--- src/rtl/vlw_pkg.sv ---
package vlw_pkg;

  localparam int unsigned LINE_W = 10;
  localparam int unsigned CALC_W = LINE_W + 1;

  typedef logic [LINE_W-1:0] line_t;
  typedef logic [CALC_W-1:0] calc_t;

  typedef struct packed {
    logic  std625;
    logic  tall;
    line_t first;
  } mode_t;

  typedef struct packed {
    line_t start;
    line_t stop;
  } span_t;

  localparam line_t TOTAL_A = line_t'(525);
  localparam line_t TOTAL_B = line_t'(625);
  localparam line_t HALF_A  = line_t'(262);
  localparam line_t HALF_B  = line_t'(312);
  localparam line_t TC_LINE = line_t'(14);
  localparam line_t CC_LINE = line_t'(21);

  function automatic line_t def_start(input logic std625, input logic tall, input logic fld);
    case ({std625, tall, fld})
      3'b000:  return line_t'(22);
      3'b001:  return line_t'(285);
      3'b010:  return line_t'(10);
      3'b011:  return line_t'(273);
      3'b100:  return line_t'(23);
      3'b101:  return line_t'(336);
      3'b110:  return line_t'(9);
      default: return line_t'(322);
    endcase
  endfunction

  function automatic line_t def_len(input logic std625, input logic tall);
    case ({std625, tall})
      2'b00:   return line_t'(240);
      2'b01:   return line_t'(256);
      2'b10:   return line_t'(288);
      default: return line_t'(304);
    endcase
  endfunction

  function automatic line_t wrap_line(input calc_t x, input line_t total);
    return (x > calc_t'(total)) ? line_t'(x - calc_t'(total)) : line_t'(x);
  endfunction

endpackage

--- src/rtl/vlw_mode_latch.sv ---
module vlw_mode_latch
  import vlw_pkg::*;
(
  input  logic  clk,
  input  logic  rst,
  input  logic  frame_start_i,
  input  logic  std625_i,
  input  logic  tall_i,
  input  logic  wr_i,
  input  line_t wdata_i,
  output mode_t mode_next_o,
  output mode_t mode_cur_o
);

  line_t host_q;
  mode_t mode_q;
  mode_t mode_live;

  always_ff @(posedge clk) begin
    if (rst) begin
      host_q <= '0;
    end else if (wr_i) begin
      host_q <= wdata_i;
    end
  end

  always_comb begin
    mode_live.std625 = std625_i;
    mode_live.tall   = tall_i;
    mode_live.first  = host_q;
  end

  always_ff @(posedge clk) begin
    if (rst) begin
      mode_q <= '0;
    end else if (frame_start_i) begin
      mode_q <= mode_live;
    end
  end

  assign mode_next_o = frame_start_i ? mode_live : mode_q;
  assign mode_cur_o  = mode_q;

endmodule

--- src/rtl/vlw_window_calc.sv ---
module vlw_window_calc
  import vlw_pkg::*;
(
  input  mode_t       mode_i,
  output span_t [1:0] win_o,
  output line_t       total_o,
  output line_t       half_o
);

  line_t total;
  line_t len;
  line_t base0;
  line_t delta;
  logic  use_host;

  always_comb begin
    total    = mode_i.std625 ? TOTAL_B : TOTAL_A;
    half_o   = mode_i.std625 ? HALF_B : HALF_A;
    len      = def_len(mode_i.std625, mode_i.tall);
    base0    = def_start(mode_i.std625, mode_i.tall, 1'b0);
    use_host = (mode_i.first != '0) && (mode_i.first <= total);
    if (!use_host) begin
      delta = '0;
    end else if (mode_i.first >= base0) begin
      delta = mode_i.first - base0;
    end else begin
      delta = line_t'(calc_t'(mode_i.first) + calc_t'(total) - calc_t'(base0));
    end
  end

  assign total_o = total;

  for (genvar f = 0; f < 2; f++) begin : g_field
    calc_t raw_start;
    calc_t raw_stop;
    line_t start;
    span_t w;
    always_comb begin
      raw_start = calc_t'(def_start(mode_i.std625, mode_i.tall, (f == 1))) + calc_t'(delta);
      start     = wrap_line(raw_start, total);
      raw_stop  = calc_t'(start) + calc_t'(len) - calc_t'(1);
      w.start   = start;
      w.stop    = wrap_line(raw_stop, total);
    end
    assign win_o[f] = w;
  end

endmodule

--- src/rtl/vlw_line_track.sv ---
module vlw_line_track
  import vlw_pkg::*;
(
  input  logic        clk,
  input  logic        rst,
  input  logic        frame_start_i,
  input  logic        line_start_i,
  input  logic        std625_i,
  input  span_t [1:0] win_i,
  input  line_t       total_i,
  input  line_t       half_i,
  output line_t       line_o,
  output logic        field_o,
  output logic        active_o,
  output logic        first_o,
  output logic        last_o
);

  line_t      line_q;
  logic       field_q;
  logic       active_q;
  logic       first_q;
  logic       last_q;
  logic       ev;
  line_t      nxt;
  logic       reserved;
  logic [1:0] in_win;
  logic [1:0] hit_start;
  logic [1:0] hit_stop;

  always_comb begin
    ev = frame_start_i | line_start_i;
    if (frame_start_i) begin
      nxt = line_t'(1);
    end else if (line_q >= total_i) begin
      nxt = line_t'(1);
    end else begin
      nxt = line_q + line_t'(1);
    end
    reserved = !std625_i && ((nxt == TC_LINE) || (nxt == CC_LINE));
  end

  for (genvar f = 0; f < 2; f++) begin : g_win
    always_comb begin
      if (win_i[f].start <= win_i[f].stop) begin
        in_win[f] = (nxt >= win_i[f].start) && (nxt <= win_i[f].stop);
      end else begin
        in_win[f] = (nxt >= win_i[f].start) || (nxt <= win_i[f].stop);
      end
      hit_start[f] = (nxt == win_i[f].start);
      hit_stop[f]  = (nxt == win_i[f].stop);
    end
  end

  always_ff @(posedge clk) begin
    if (rst) begin
      line_q   <= line_t'(1);
      field_q  <= 1'b0;
      active_q <= 1'b0;
      first_q  <= 1'b0;
      last_q   <= 1'b0;
    end else begin
      first_q <= ev & (|hit_start);
      last_q  <= ev & (|hit_stop);
      if (ev) begin
        line_q   <= nxt;
        field_q  <= (nxt > half_i);
        active_q <= (|in_win) & ~reserved;
      end
    end
  end

  assign line_o   = line_q;
  assign field_o  = field_q;
  assign active_o = active_q;
  assign first_o  = first_q;
  assign last_o   = last_q;

endmodule

--- src/rtl/vid_line_window.sv ---
module vid_line_window
  import vlw_pkg::*;
(
  input  logic              clk,
  input  logic              rst,
  input  logic              line_start_i,
  input  logic              frame_start_i,
  input  logic              std625_i,
  input  logic              tall_i,
  input  logic              first_wr_i,
  input  logic [LINE_W-1:0] first_data_i,
  output logic [LINE_W-1:0] line_num_o,
  output logic              field_o,
  output logic              active_o,
  output logic              first_o,
  output logic              last_o
);

  mode_t       mode_next;
  mode_t       mode_cur;
  span_t [1:0] win;
  line_t       total;
  line_t       half;

  vlw_mode_latch u_mode (
    .clk          (clk),
    .rst          (rst),
    .frame_start_i(frame_start_i),
    .std625_i     (std625_i),
    .tall_i       (tall_i),
    .wr_i         (first_wr_i),
    .wdata_i      (first_data_i),
    .mode_next_o  (mode_next),
    .mode_cur_o   (mode_cur)
  );

  vlw_window_calc u_win (
    .mode_i (mode_next),
    .win_o  (win),
    .total_o(total),
    .half_o (half)
  );

  vlw_line_track u_track (
    .clk          (clk),
    .rst          (rst),
    .frame_start_i(frame_start_i),
    .line_start_i (line_start_i),
    .std625_i     (mode_next.std625),
    .win_i        (win),
    .total_i      (total),
    .half_i       (half),
    .line_o       (line_num_o),
    .field_o      (field_o),
    .active_o     (active_o),
    .first_o      (first_o),
    .last_o       (last_o)
  );

endmodule

--- config.mk ---
export PLATFORM = sky130hd
export DESIGN_NAME = vid_line_window
export DESIGN_NICKNAME = d
export VERILOG_FILES = /design/src/rtl/vlw_pkg.sv /design/src/rtl/vlw_mode_latch.sv /design/src/rtl/vlw_window_calc.sv /design/src/rtl/vlw_line_track.sv /design/src/rtl/vid_line_window.sv
export SDC_FILE = /design/constraint.sdc
export NUM_CORES = 1
export LEC_CHECK = 0
export BUFFER_PORTS_ARGS = -buffer_cell sky130_fd_sc_hd__buf_4
export CAP_MARGIN = 15
export CORE_MARGIN = 2
export CORE_UTILIZATION = 29
export CTS_CLUSTER_SIZE = 10
export DETAILED_ROUTE_END_ITERATION = 6
export SETUP_SLACK_MARGIN = 0.2
export SYNTH_ARGS = -nofsm -noshare
export SYNTH_HDL_FRONTEND = slang
export SYNTH_SLANG_ARGS = --single-unit
--- constraint.sdc ---
create_clock -name clk -period 12.2 [get_ports clk]
set_input_delay 0.61 -clock clk [delete_from_list [all_inputs] [get_ports clk]]
set_output_delay 0.61 -clock clk [all_outputs]
set_load 0.05 [all_outputs]
==> results of run 1 <==
==> stage by stage <==
step | hold WS, ns | TNS, ns | setup slack (ns) | utilization (%) | area [um^2]
2_1_floorplan | 0.460 | 0 | 0.215 | - | 8870
3_3_place_gp | 0.476 | 0 | 0.165 | 33.3 | 9890
3_5_place_dp | 0.488 | -0.0620 | -0.0620 | 33.3 | 9890
4_1_cts | 0.504 | 0 | 0.247 | 33.8 | 10000
5_1_grt | 0.544 | 0 | 0.0526 | 35.5 | 10600
6_report | 0.499 | 0 | 0.723 | 35.5 | 10600
==> path summary, 6_finish.rpt <==
check                                      startpoint               end  depth (start not counted)
worst max-delay path                    frame_start_i  u_track.active_o                         55
worst min-delay path                 u_mode.host_q[9]  u_mode.host_q[9]                          2
worst min register to register       u_mode.host_q[9]  u_mode.host_q[9]                          2
worst max register to register  u_mode.mode_cur_o[11]  u_track.active_o                         54
==> flip-flops by register name (all words and copies together) (netlist names) <==
| register | cells |
|---|---|
| u_mode.host_q | 10 |
| u_mode.mode_cur_o | 12 |
| u_track.active_o | 1 |
| u_track.field_o | 1 |
| u_track.first_o | 1 |
| u_track.last_o | 1 |
| u_track.line_o | 10 |
==> repair_timing <==
item | 4_1_cts | 5_1_grt
hold buffers | 0 | 0
endpoints found under the hold margin | 0 | 0
endpoints found under the setup margin | 1 | 2
pin swaps | 0 | 23
resized for setup | 2 | 78
buffers inserted | 0 | 16
gates cloned | 0 | 1
==> per-layer routing <==
| layer | vias up | global-route usage [%] |
|---|---|---|
| met5 | - | 0 |
| met2 | 198 | 26.9 |
| li1 | 4391 | - |
| met1 | 4005 | 22.2 |
| met3 | 33 | 1.41 |
| met4 | 0 | 3.96 |
==> synthesized netlist by cell type (6+ instances only) <==
| library cell | instances | share of area, % |
|---|---|---|
| ha_1 | 147 | 21 |
| nor3_1 | 26 | 1.5 |
| nor3b_1 | 10 | 0.85 |
| clkbuf_1 | 13 | 0.56 |
| nor2_1 | 98 | 4.2 |
| nor2b_1 | 28 | 2.0 |
| xor2_1 | 32 | 3.2 |
| o211ai_1 | 9 | 0.77 |
| nand3_1 | 38 | 2.2 |
| inv_1 | 85 | 3.6 |
| o22a_1 | 6 | 0.60 |
| nand4_1 | 11 | 0.78 |
| o21ai_0 | 42 | 2.4 |
| dfxtp_1 | 36 | 8.2 |
| o21a_1 | 9 | 0.77 |
| and2_1 | 12 | 0.85 |
| a31oi_1 | 11 | 0.78 |
| a21o_1 | 37 | 3.2 |
| xnor2_1 | 55 | 5.5 |
| mux2i_1 | 29 | 3.3 |
| a211oi_1 | 19 | 1.6 |
| fa_1 | 7 | 1.6 |
| o21ai_1 | 10 | 0.57 |
| and4_1 | 8 | 0.80 |
| a21oi_1 | 69 | 3.9 |
| o31ai_1 | 6 | 0.51 |
| or2_2 | 7 | 0.50 |
| o2111ai_1 | 6 | 0.60 |
| nand2b_1 | 16 | 1.1 |
| mux2_2 | 7 | 0.90 |
| nand3b_1 | 8 | 0.68 |
| or3_1 | 10 | 0.71 |
| nor4_1 | 9 | 0.64 |
| maj3_1 | 13 | 1.5 |
| and3_1 | 13 | 0.93 |
| nand2_1 | 68 | 2.9 |
==> worst max-delay path, delay by kind of cell <==
family	cells	cell delay, ns
buffers and inverters	4	0.51
multiplexers	2	0.62
XOR/XNOR	3	0.54
AO/OA/AOI/OAI	21	4.30
adder cells (fa/ha/maj)	8	2.29
AND/OR/NAND/NOR	17	2.74
==> final cells by class <==
| type | instances | area, um^2 | area share, % |
|---|---|---|---|
| repair inverters | 1 | 7.51 | 0.0711 |
| flip-flops and latches | 36 | 721 | 6.83 |
| repair buffers | 103 | 788 | 7.47 |
| multi-input cells | 991 | 8070 | 76.4 |
| clock inverters | 3 | 18.8 | 0.178 |
| clock buffers | 5 | 125 | 1.19 |
| well taps | 390 | 488 | 4.62 |
| inverters | 89 | 338 | 3.20 |
==> logic make-up (layout without fill, tap and decap cells) <==
logic type                 Yosys count  count (layout)  share of synthesized area (%)
adders and majority gates          167             167                           24.0
xor gates and xnor gates            87              87                           8.67
DFF                                 36              36                           8.20
AOI/OAI and AO/OA                  312             312                           25.8
and+or+nand+nor                    383             383                           22.9
muxes                               42              42                           5.34
buffers and inverters              113             201                           5.07
==> metrics, run 1 <==
max-cap viol count 0; H-tree depth 2; CTS tree done; die footprint about 32000 um^2; RSZ-0062 raised after global routing false; first-pass GRT wire length 41300 um; CORE AREA 29700 um^2; largest net degree at the start of global routing 38; # rows 63; RePlAce Congestion approximately 0.87; antenna diode count 0; Ports 31; final slew viol count 0; Top Layer Used met4; vias in the first global route 8054; Crit Path Class in2reg; nets 1398; clock sink count 36; post-synthesis sequential area ratio 8.20%; GRT overflow 0; Final Cycle Share a little over nine tenths; DR DRC count 0; final worst path period need about 11 ns; Placed Cells 1593; syn_nets 1311; synth warn 0; Final HPWL DP 20900 um; drt pass-1 iters 7; Slew HR 30.3%; met3 wire length 1340 um; clock buffer depth 2; final setup violation count 0; Async S/R FF share, synth 0%; synthesized area per cell ~7.7 um^2; clk slew on worst S/H paths 0.06 ns; Synth Register Bits 36; via/cell ratio 5.33; overall global routing resource usage 16.1%; Post-Synthesis Cells ~1100; highest clock rate a little under 0.09 GHz; Post-Layout Cell Count 1618; crit path capture type register; wire length on met2 about 12000 um; clock buffer count from CTS 5; antenna violations before repair 0; Metal-1 WL 12200 um; DRT iter0 DRCs 458; clk_lat worst skew 0.28 ns; # port buffers 30; Worst Path Required between 10 and 15 ns; commonest cells after routing, fill and taps aside ha_1, buf_4, nor2_1; Synth Cell Area between 8000 and 9000 um^2; DRT Wirelength 26200 um; Largest stage delay, worst path 0.48 ns; layout cells sized above 1 19.0%; Slew @ Worst Pin 1.04 ns; most common cell after layout, fill and taps aside ha_1; die height 178 um; ys flop type dfxtp_1; die width 178 um; flop-to-flop setup slack 0.93 ns; clk_skew 0.00258 ns; Worst Path Arrival 11.65 ns; status finished, final reports clean; WL/cell about 16 um; post-route ant nets 0; Final Hold Violating Endpoints 0; Worst setup SP type input port; Initial Util 29.6%; hold crit path type reg2reg; Layout fillers 3037; number of flops mapped to enable cells by yosys 0; Crit-path slowest cell a2111oi_4; CP max FO 12; Vias 8627; synth unique cells between 100 and 150; Root Buffer clkbuf_16; synth-to-layout area growth 20.1%
Power of run 1 is left out: the tool's default activity adds up to more than one toggle a clock period on the data nets, which glitch-free logic cannot reach.
==> run 2, diff against run 1 <==
Settings changed: CORE_MARGIN 2 to 3, SKIP_CTS_REPAIR_TIMING set to 1.
==> run 2 against run 1 <==
First-iteration DRC count grew 20%. Sequential share of layout area is 0.11 points lower. Clock skew up 0.0030 ns. Critical path depth stayed put. Highest routed layer unchanged.
==> metrics, run 2 (same netlist as run 1, synthesis figures left out) <==
Crit-path slowest cell a2111oi_4; CTS tree done; overall global routing resource usage 15.5% (-0.55 points); Worst setup SP type input port; final setup violation count 0 (unchanged); # rows 63 (unchanged); antenna diode count 0 (unchanged); drt pass-1 iters 5 (-2); die width 180 um (+1.1%); RSZ-0062 raised after global routing false; die footprint 32400 um^2 (+2.3%); CP dominant cell by count ha_1; clock buffer count from CTS 5 (unchanged); most common cell after layout, fill and taps aside ha_1; Final HPWL DP 21400 um (+2.4%); synth-to-layout area growth 22.0%; layout cells sized above 1 20.2% (+1.2 points); Worst Path Required 12.38 ns (about the same); H-tree depth 2 (unchanged); clock sink count 36 (unchanged); Worst Path Arrival 11.74 ns (+0.09 ns); DRT Wirelength 27100 um (+3.5%); Vias 8830 (+2.4%); antenna violations before repair 0 (unchanged); worst setup margin 0.637 ns (-0.0855 ns); # port buffers 30 (unchanged); DRT iter0 DRCs 551 (+20%); CP max FO 11 (-1); Largest stage delay, worst path 0.50 ns (+0.02 ns); final worst path period need 11.56 ns (+0.0855 ns); die height 180 um (+1.1%); nets 1405 (+0.50%); dpl ws -0.195 ns (-0.133 ns); Final Hold Violating Endpoints 0 (unchanged); GRT overflow 0 (unchanged); hold crit path type reg2reg; post-route ant nets 0 (unchanged); flop-to-flop setup slack 0.86 ns (-0.07 ns); DR DRC count 0 (unchanged); max-cap viol count 0 (unchanged); largest net degree at the start of global routing 38 (unchanged); RePlAce Congestion 0.902 (+3.6%); clk_skew 0.00559 ns (+0.00302 ns); multi-input logic area 8150 um^2 (+0.96%); Reg area 721 um^2 (unchanged); WL/cell 16.7 um (+3.1%); Layout fillers 3056 (+0.63%); crit path capture type register; Slew HR 39.8% (+9.6 points); first-pass GRT wire length 42700 um (+3.3%); Initial Util 29.6% (unchanged); clock buffer depth 2 (unchanged); Crit Path Class in2reg; via/cell ratio 5.43 (+1.9%); Slew @ Worst Pin 0.897 ns (-0.145 ns); Ports 31 (unchanged); vias in the first global route 8379 (+4.0%); status finished, final reports clean; highest clock rate 0.0865 GHz (-0.74%); commonest cells after routing, fill and taps aside ha_1, buf_4, nor2_1; clk slew on worst S/H paths 0.06 ns (about the same); Root Buffer clkbuf_16; clk_lat worst skew 0.28 ns (about the same); Largest register FFs 12 (unchanged); final slew viol count 0 (unchanged); CORE AREA 29700 um^2 (unchanged); Final Cycle Share 94.8% (+0.70 points)
run 2: cell count changes in the layout (fill, tap and decap cells not counted), sizes merged:
cell      change
buf           +8
bufinv        +1
clkbuf        +1
clkinv        -2
clkinvlp      -1
run 2: worst paths after layout:
kind / start / endpoint / cells after the start
hold / removal: u_mode.host_q[9] / u_mode.host_q[9] / 2
setup / recovery: frame_start_i / u_track.active_o / 55
setup reg to reg: u_mode.mode_cur_o[11] / u_track.active_o / 56
hold reg to reg: u_mode.host_q[9] / u_mode.host_q[9] / 2
run 2: area by class of cell:
class	instances	share of cell area [%]
clock buffer	6	1.20
clock inverter	2	0.327
inverter	89	3.15
multi-input combinational	991	76.0
sequential	36	6.72
tap	390	4.55
timing repair buffer	111	8.06
run 2: critical path, delay by kind of cell:
kind | cells | cell delay (ns)
xor+xnor | 3 | 0.50
simple gates | 15 | 2.73
fa+ha+maj | 8 | 2.40
mux | 3 | 1.00
compound gates | 18 | 3.51
buf+inv | 8 | 1.00
run 2: routing by layer:
metal	wire length, um	vias up	track usage [%]
li1	-	4402	-
met1	12700	4173	21.1
met2	12600	215	26.4
met3	1260	40	1.80
met4	570	0	3.56
met5	0	-	0
run 2: through the flow:
stage | setup TNS (ns) | hold slack [ns] | utilization, % | instance area, um^2 | std cells
after CTS | 0 | 0.506 | 33.7 | 10000 | 1597
after global routing | 0 | 0.550 | 36.1 | 10700 | 1625
after floorplan | 0 | 0.460 | - | 8870 | 1140
after detailed placement | -0.195 | 0.492 | 33.2 | 9860 | 1589
final | 0 | 0.498 | 36.1 | 10700 | 1625
after global placement | 0 | 0.478 | 33.2 | 9860 | 1589
Power of run 2 is left out for the same reason.
